--- config.mk ---
export PLATFORM = sky130hd
export DESIGN_NAME = wdt_cop_top
export DESIGN_NICKNAME = d
export VERILOG_FILES = /design/src/rtl/wdt_pkg.sv /design/src/rtl/wdt_prescaler.sv /design/src/rtl/wdt_cop_counter.sv /design/src/rtl/wdt_disable_qual.sv /design/src/rtl/wdt_cop_top.sv
export SDC_FILE = /design/constraint.sdc
export NUM_CORES = 1
export LEC_CHECK = 0
export BUFFER_PORTS_ARGS = -buffer_cell sky130_fd_sc_hd__clkbuf_2
export CORE_UTILIZATION = 35
export DETAILED_ROUTE_END_ITERATION = 8
export MAX_ROUTING_LAYER = met4
export PLACE_DENSITY_LB_ADDON = 0.25
export SLEW_MARGIN = 20
export SYNTH_ARGS = -nofsm -noshare
export SYNTH_HDL_FRONTEND = slang
export SYNTH_SLANG_ARGS = --single-unit
--- constraint.sdc ---
create_clock -name clk -period 2.3 [get_ports clk]
set_clock_uncertainty 0.05 [all_clocks]
set_input_delay 0.46 -clock clk [delete_from_list [all_inputs] [get_ports clk]]
set_output_delay 0.46 -clock clk [all_outputs]
set_load 0.05 [all_outputs]
--- src/rtl/wdt_pkg.sv ---
package wdt_pkg;

    // Disable qualification: monitor mode with either high-voltage flag,
    // or break state with the reset-pin flag.
    function automatic logic hv_disable(input logic hv_rst,
                                        input logic hv_irq,
                                        input logic mon_mode,
                                        input logic brk_state);
        return (mon_mode & (hv_rst | hv_irq)) | (brk_state & hv_rst);
    endfunction

    // Selects which path made the disable true (for internal visibility).
    typedef enum logic [1:0] {
        WDT_ON      = 2'd0,
        WDT_OFF_MON = 2'd1,
        WDT_OFF_BRK = 2'd2
    } wdt_gate_e;

endpackage

--- src/rtl/wdt_prescaler.sv ---
module wdt_prescaler #(
    parameter int PRE_W  = 13,
    parameter int KEEP_W = 4
) (
    input  logic             clk,
    input  logic             rst_n,
    input  logic             svc,
    output logic [PRE_W-1:0] cnt,
    output logic             tick
);
    localparam int HI_W = PRE_W - KEEP_W;

    typedef struct packed {
        logic [PRE_W-1:0] cnt;
    } pre_st_t;

    pre_st_t st_d, st_q;
    logic [PRE_W-1:0] svc_val;

    generate
        if (KEEP_W == 0) begin : g_clear_all
            assign svc_val = '0;
        end else begin : g_keep_low
            logic [KEEP_W-1:0] low_inc;
            assign low_inc = st_q.cnt[KEEP_W-1:0] + 1'b1;
            assign svc_val = {{HI_W{1'b0}}, low_inc};
        end
    endgenerate

    always_comb begin
        st_d = st_q;
        if (svc) begin
            st_d.cnt = svc_val;
        end else begin
            st_d.cnt = st_q.cnt + 1'b1;
        end
    end

    always_ff @(posedge clk) begin
        if (!rst_n) begin
            st_q <= '0;
        end else begin
            st_q <= st_d;
        end
    end

    assign cnt  = st_q.cnt;
    assign tick = &st_q.cnt;

endmodule

--- src/rtl/wdt_cop_counter.sv ---
module wdt_cop_counter #(
    parameter int COP_W = 6
) (
    input  logic             clk,
    input  logic             rst_n,
    input  logic             svc,
    input  logic             tick,
    output logic [COP_W-1:0] cnt,
    output logic             ovf
);
    typedef struct packed {
        logic [COP_W-1:0] cnt;
    } cop_st_t;

    cop_st_t st_d, st_q;

    always_comb begin
        st_d = st_q;
        if (svc) begin
            st_d.cnt = '0;
        end else if (tick) begin
            st_d.cnt = st_q.cnt + 1'b1;
        end
    end

    always_ff @(posedge clk) begin
        if (!rst_n) begin
            st_q <= '0;
        end else begin
            st_q <= st_d;
        end
    end

    assign cnt = st_q.cnt;
    assign ovf = tick & (&st_q.cnt) & ~svc;

endmodule

--- src/rtl/wdt_disable_qual.sv ---
module wdt_disable_qual
    import wdt_pkg::*;
(
    input  logic      hv_rst,
    input  logic      hv_irq,
    input  logic      mon_mode,
    input  logic      brk_state,
    output logic      off,
    output wdt_gate_e gate
);
    always_comb begin
        off = hv_disable(hv_rst, hv_irq, mon_mode, brk_state);
        if (mon_mode & (hv_rst | hv_irq)) begin
            gate = WDT_OFF_MON;
        end else if (brk_state & hv_rst) begin
            gate = WDT_OFF_BRK;
        end else begin
            gate = WDT_ON;
        end
    end

endmodule

--- src/rtl/wdt_cop_top.sv ---
module wdt_cop_top
    import wdt_pkg::*;
#(
    parameter int              ADDR_W   = 16,
    parameter int              DATA_W   = 8,
    parameter logic [ADDR_W-1:0] SVC_ADDR = 16'hFFFF,
    parameter int              PRE_W    = 13,
    parameter int              KEEP_W   = 4,
    parameter int              COP_W    = 6
) (
    input  logic              clk,
    input  logic              rst_n,
    input  logic              wr_en,
    input  logic [ADDR_W-1:0] wr_addr,
    input  logic [DATA_W-1:0] wr_data,
    input  logic              hv_rst,
    input  logic              hv_irq,
    input  logic              mon_mode,
    input  logic              brk_state,
    output logic              cop_timeout
);
    typedef struct packed {
        logic pulse;
    } top_st_t;

    top_st_t          st_d, st_q;
    logic             svc;
    logic [PRE_W-1:0] pre_cnt;
    logic             pre_tick;
    logic [COP_W-1:0] cop_cnt;
    logic             cop_ovf;
    logic             cop_off;
    wdt_gate_e        cop_gate;

    // Any data value services the watchdog; only strobe and address count.
    assign svc = wr_en && (wr_addr == SVC_ADDR);

    wdt_prescaler #(
        .PRE_W  (PRE_W),
        .KEEP_W (KEEP_W)
    ) u_pre (
        .clk  (clk),
        .rst_n(rst_n),
        .svc  (svc),
        .cnt  (pre_cnt),
        .tick (pre_tick)
    );

    wdt_cop_counter #(
        .COP_W(COP_W)
    ) u_cop (
        .clk  (clk),
        .rst_n(rst_n),
        .svc  (svc),
        .tick (pre_tick),
        .cnt  (cop_cnt),
        .ovf  (cop_ovf)
    );

    wdt_disable_qual u_qual (
        .hv_rst   (hv_rst),
        .hv_irq   (hv_irq),
        .mon_mode (mon_mode),
        .brk_state(brk_state),
        .off      (cop_off),
        .gate     (cop_gate)
    );

    always_comb begin
        st_d       = st_q;
        st_d.pulse = cop_ovf & ~cop_off;
    end

    always_ff @(posedge clk) begin
        if (!rst_n) begin
            st_q <= '0;
        end else begin
            st_q <= st_d;
        end
    end

    assign cop_timeout = st_q.pulse;

endmodule

# == Word level (Yosys, flattened, before mapping) ==
# Index checks and enable logic that the tools add are counted.
# classes
addsub,3
eq_ne,1
mux,1
n_bitwise,10
n_reduce_logical,4
# ops
op,n
$eq A16 B16 Y1 const B,1
$add A13 B1 Y13 const B,1
$reduce_and A13 Y1,1
$add A6 B1 Y6 const B,1
$reduce_and A6 Y1,1
$and A1 B1 Y1,5
$add A4 B1 Y4 const B,1
$mux W4,1
$not A1 Y1,3
$or A1 B1 Y1,2
$reduce_or A2 Y1,1
$logic_and A1 B1 Y1,1
# word_totals
reg_bits,20
input_bits,31
output_inout_bits,1
elab_cells,23

# == Logic depth before layout (Yosys ltp) ==
# depth
word_depth,5
ltp_mapped,5

# == By module ==
# Synthesis repeated with hierarchy kept, for this count alone.
# unflattened
hier_cells,105
hier_area_um2,944.7
# by_module_without_submodules
mod,instances,cells_each,area_each_um2,seq_area_each_um2
wdt_prescaler,1,62,578.1,260.2
wdt_cop_counter,1,29,266.5,120.1
wdt_cop_top,1,8,72.6,20.0
wdt_disable_qual,1,6,27.5,0.0

# == Worst setup path after synthesis ==
# Ideal clock, no wire load.
# synth_timing
kind,register to register
startpoint,"register u_pre.st_q, in the netlist u_pre.cnt[0]"
endpoint,"register u_cop.st_q, in the netlist u_cop.cnt[5]"
setup_ns,0.068
arrival_ns,1.725
required_time_ns,2.182
path_slack_ns,0.457
path_stages_with_launch,6
cell_sequence,dfxtp_1 -> ha_1 -> nand3_2 -> or4_4 -> or3_1 -> a21oi_2
# synth_via
elab_chain_len,1
# synth_rtl
item,line_no,rtl
start: declaration,wdt_prescaler.sv:17,"pre_st_t st_d, st_q;"
start signal: assignment,wdt_prescaler.sv:43,st_q <= st_d;
$reduce_and A13 Y1,wdt_prescaler.sv:48,assign tick = &st_q.cnt;
end signal: assignment,wdt_cop_counter.sv:30,st_q <= st_d;
end: declaration,wdt_cop_counter.sv:15,"cop_st_t st_d, st_q;"
# No other way between the ends.
# A chain may end at the register's enable or synchronous reset.

# == Final worst setup path ==
# Ends and elaborated chain as after synthesis.

==> results.yml <==
run_status:
  outcome: "finished clean"
setup_path:
  critical-path-slowest-cell: "or4_4"
  rr_startpoint: "u_pre.cnt[0]$_SDFF_PN0_"
  max_stage_delay_ns: 0.59
  worstSetupPathType: "reg -> reg"
  crit_family: "simple AND/OR/NAND/NOR gates"
  arrival_ns: 2.18
  ff2ff_path_depth: 5
  worst-path-max-fanout: 9
  start_kind: "register"
  cp.buffers_inverters: 0
  rrSetupSlack_ns: 0.31
  worstPathRequired_ns: 2.48
  critPathCaptureType: "register"
  crit_path_cell_trace: "ha_1 -> nand3_2 -> or4_4 -> or3_1 -> a21oi_2"
  timing.rr.end: "u_cop.cnt[5]$_SDFFE_PP0P_"
routing:
  antenna_left: 0
  wire_per_inst_um: 10.4
  routed_wl_um: 1640
  dr_total_vias: 777
  via_per_inst: 4.95
  drc: 0
  dr.first_iter.drc_count: 13
  drtPass1Iterations: 4
global_route:
  grt_pass1_vias: 713
  antenna_found_initial: 0
  grt_overflow_total: 0
  track_usage_pct: 14.9
  grt_pass1_wl_um: 2910
  grt_max_degree: 17
job:
  maxCapViolations: 0
final_layout:
  drive_gt1_share_pct: 25.2
  num-nets-final: 162
  layout-area-overhead-vs-synth_pct: 19.6
  final_area_mm2: 0.00108
  postLayoutCoreUtil_pct: 44.1
  n_antenna_cell: 0
cts:
  cts_sinks: 20
  cts_resized: 0
  htree_levels: 1
  clock_latency_ns: 0.29
  cts_tree: "done"
  holdBufCountCts: 0
  clockBufferDepth: 2
  cts-buffers-inserted: 3
  cts_setup_buffers: 0
  cts_root_buffer: "clkbuf_4"
  clkTransAtPathRegs_ns: 0.10
sta:
  finalSetupViolCount: 0
  fmax_mhz: 502
  period_share_pct: 86.7
  rsz0062_at_grt: "no"
  slew_headroom_pct: 77.4
  hold_viol: 0
  period_minus_slack_ns: 1.99
  fin_setup_tns_ns: 0
  tightest_slew_ns: 0.337
  slew_violations: 0
power_and_ir_drop:
  leakage_nw: 0.406
  ir_drop_uv: 283
  p_per_area_mw_per_mm2: 503
  power.total_w: 0.000545
place:
  dp_hpwl_um: 1300
  port_buffers: 23
  gp_congestion: 0.761
  place_area_mm2: 0.00106
synth:
  synth-main-ff-cell: "dfxtp_1"
  yosys_warnings: 0
  synthArstFlopShare_pct: 0
  syn_nets: 134
  avgSynthCellArea_um2: 8.96
  seq_area_frac_synth_pct: 44.3
  synth-edff-count: 0
  netlist_area_um2: 905
  synth_cell_type_count: 26
  postSynthCellCount: 101
  yosys_register_bits: 20
worst_hold_path:
  hold_path.class: "in -> reg"
  worstHoldStart: "rst_n"
  worstHoldPathCells: 2
  hold_end: "u_pre.cnt[3]$_SDFF_PN0_"
die:
  start_util_pct: 36.9
  num_io_pins: 32
  dieHeight_um: 52.8
  core_mm2: 0.00245
  rows: 18
  die_area_mm2: 0.00279
  die_x_um: 52.8
[layer usage]
metal | vias to the layer above | global-route usage [%] | part of all wire [%]
met5 | - | - | 0
met4 | 0 | 7.89 | 1.1
met3 | 2 | 2.61 | 5.3
met2 | 21 | 24.1 | 48
met1 | 349 | 17.6 | 45
li1 | 405 | - | -
[area by class of cell]
class	count	area, µm²
clock buffers	3	22.5
fillers	252	1370
repair buffers	24	123
inverters	4	15.0
multi-input cells	76	484
flip-flops and latches	20	400
well taps	30	37.5
[synth_stat cells (3+ instances only)]
cell | instances | area share [%]
xnor2_1 | 12 | 12
dfxtp_1 | 20 | 44
nor2_1 | 18 | 7.5
nor3_1 | 4 | 2.2
nor4_1 | 3 | 2.1
inv_1 | 4 | 1.7
nand2_1 | 5 | 2.1
and2_1 | 3 | 2.1
nand3_1 | 5 | 2.8
nand4_1 | 6 | 4.1
[worst register-to-register path, delay by kind of cell (launching register included)]
kind,cells,cell delay [ns]
AO/OA/AOI/OAI,1,0.13
adder cells (fa/ha/maj),1,0.22
flip-flops,1,0.39
AND/OR/NAND/NOR,3,1.16
[registers in the layout (all words and copies together), names as in the netlist]
signal	count
u_cop.cnt	6
cop_timeout	1
u_pre.cnt	13
[where the power goes]
| group | internal, W | total [W] | switching (W) |
|---|---|---|---|
| Combinational | 0.0000200 | 0.0000341 | 0.0000141 |
| Clock | 0.0000608 | 0.000156 | 0.0000950 |
| Sequential | 0.000351 | 0.000355 | 0.00000434 |
| Total | 0.000431 | 0.000545 | 0.000113 |
[metrics by stage]
stage | setup slack (ns) | hold WS (ns) | std cells
after floorplan | 0.457 | 0.387 | 101
after global placement | 0.351 | 0.407 | 154
after detailed placement | 0.329 | 0.409 | 154
after CTS | 0.312 | 0.373 | 157
after global routing | 0.190 | 0.376 | 157
final | 0.306 | 0.379 | 157
[kinds of logic (layout without fill, tap and decap cells)]
logic type | after synthesis | after routing | share of synthesized area (%)
DFF | 20 | 20 | 44.3
AOI/OAI and AO/OA | 7 | 7 | 4.70
adders and majority gates | 2 | 2 | 2.77
muxes | 1 | 1 | 1.11
and+or+nand+nor | 52 | 52 | 31.4
xor gates and xnor gates | 14 | 14 | 13.6
buffers and inverters | 5 | 31 | 2.21
[layout by cell type (no fill, tap or decap), types with 2 or more instances in the layout]
cell,synthesis,layout
a21oi_1,2,2
and2_1,3,3
clkbuf_2,0,23
clkbuf_4,0,3
dfxtp_1,20,20
ha_1,2,2
inv_1,4,4
nand2_1,5,5
nand3_1,5,5
nand4_1,6,6
nor2_1,18,18
nor3_1,4,4
nor4_1,3,3
o21ai_0,2,2
or3_1,2,2
xnor2_1,12,12
xor2_1,2,2
[how the worst max path moves through the flow]
stage	cells past startpoint	from	end
after CTS	5	u_pre.cnt[0]$_SDFF_PN0_	u_cop.cnt[5]$_SDFFE_PP0P_
after detailed placement	5	u_pre.cnt[0]$_SDFF_PN0_	u_cop.cnt[5]$_SDFFE_PP0P_
after floorplan	5	u_pre.cnt[0]$_SDFF_PN0_	u_cop.cnt[5]$_SDFFE_PP0P_
after global routing	5	u_pre.cnt[0]$_SDFF_PN0_	u_cop.cnt[5]$_SDFFE_PP0P_
after global placement	5	u_pre.cnt[0]$_SDFF_PN0_	u_cop.cnt[5]$_SDFFE_PP0P_
final	5	u_pre.cnt[0]$_SDFF_PN0_	u_cop.cnt[5]$_SDFFE_PP0P_
(Power assumes the default switching activity.)
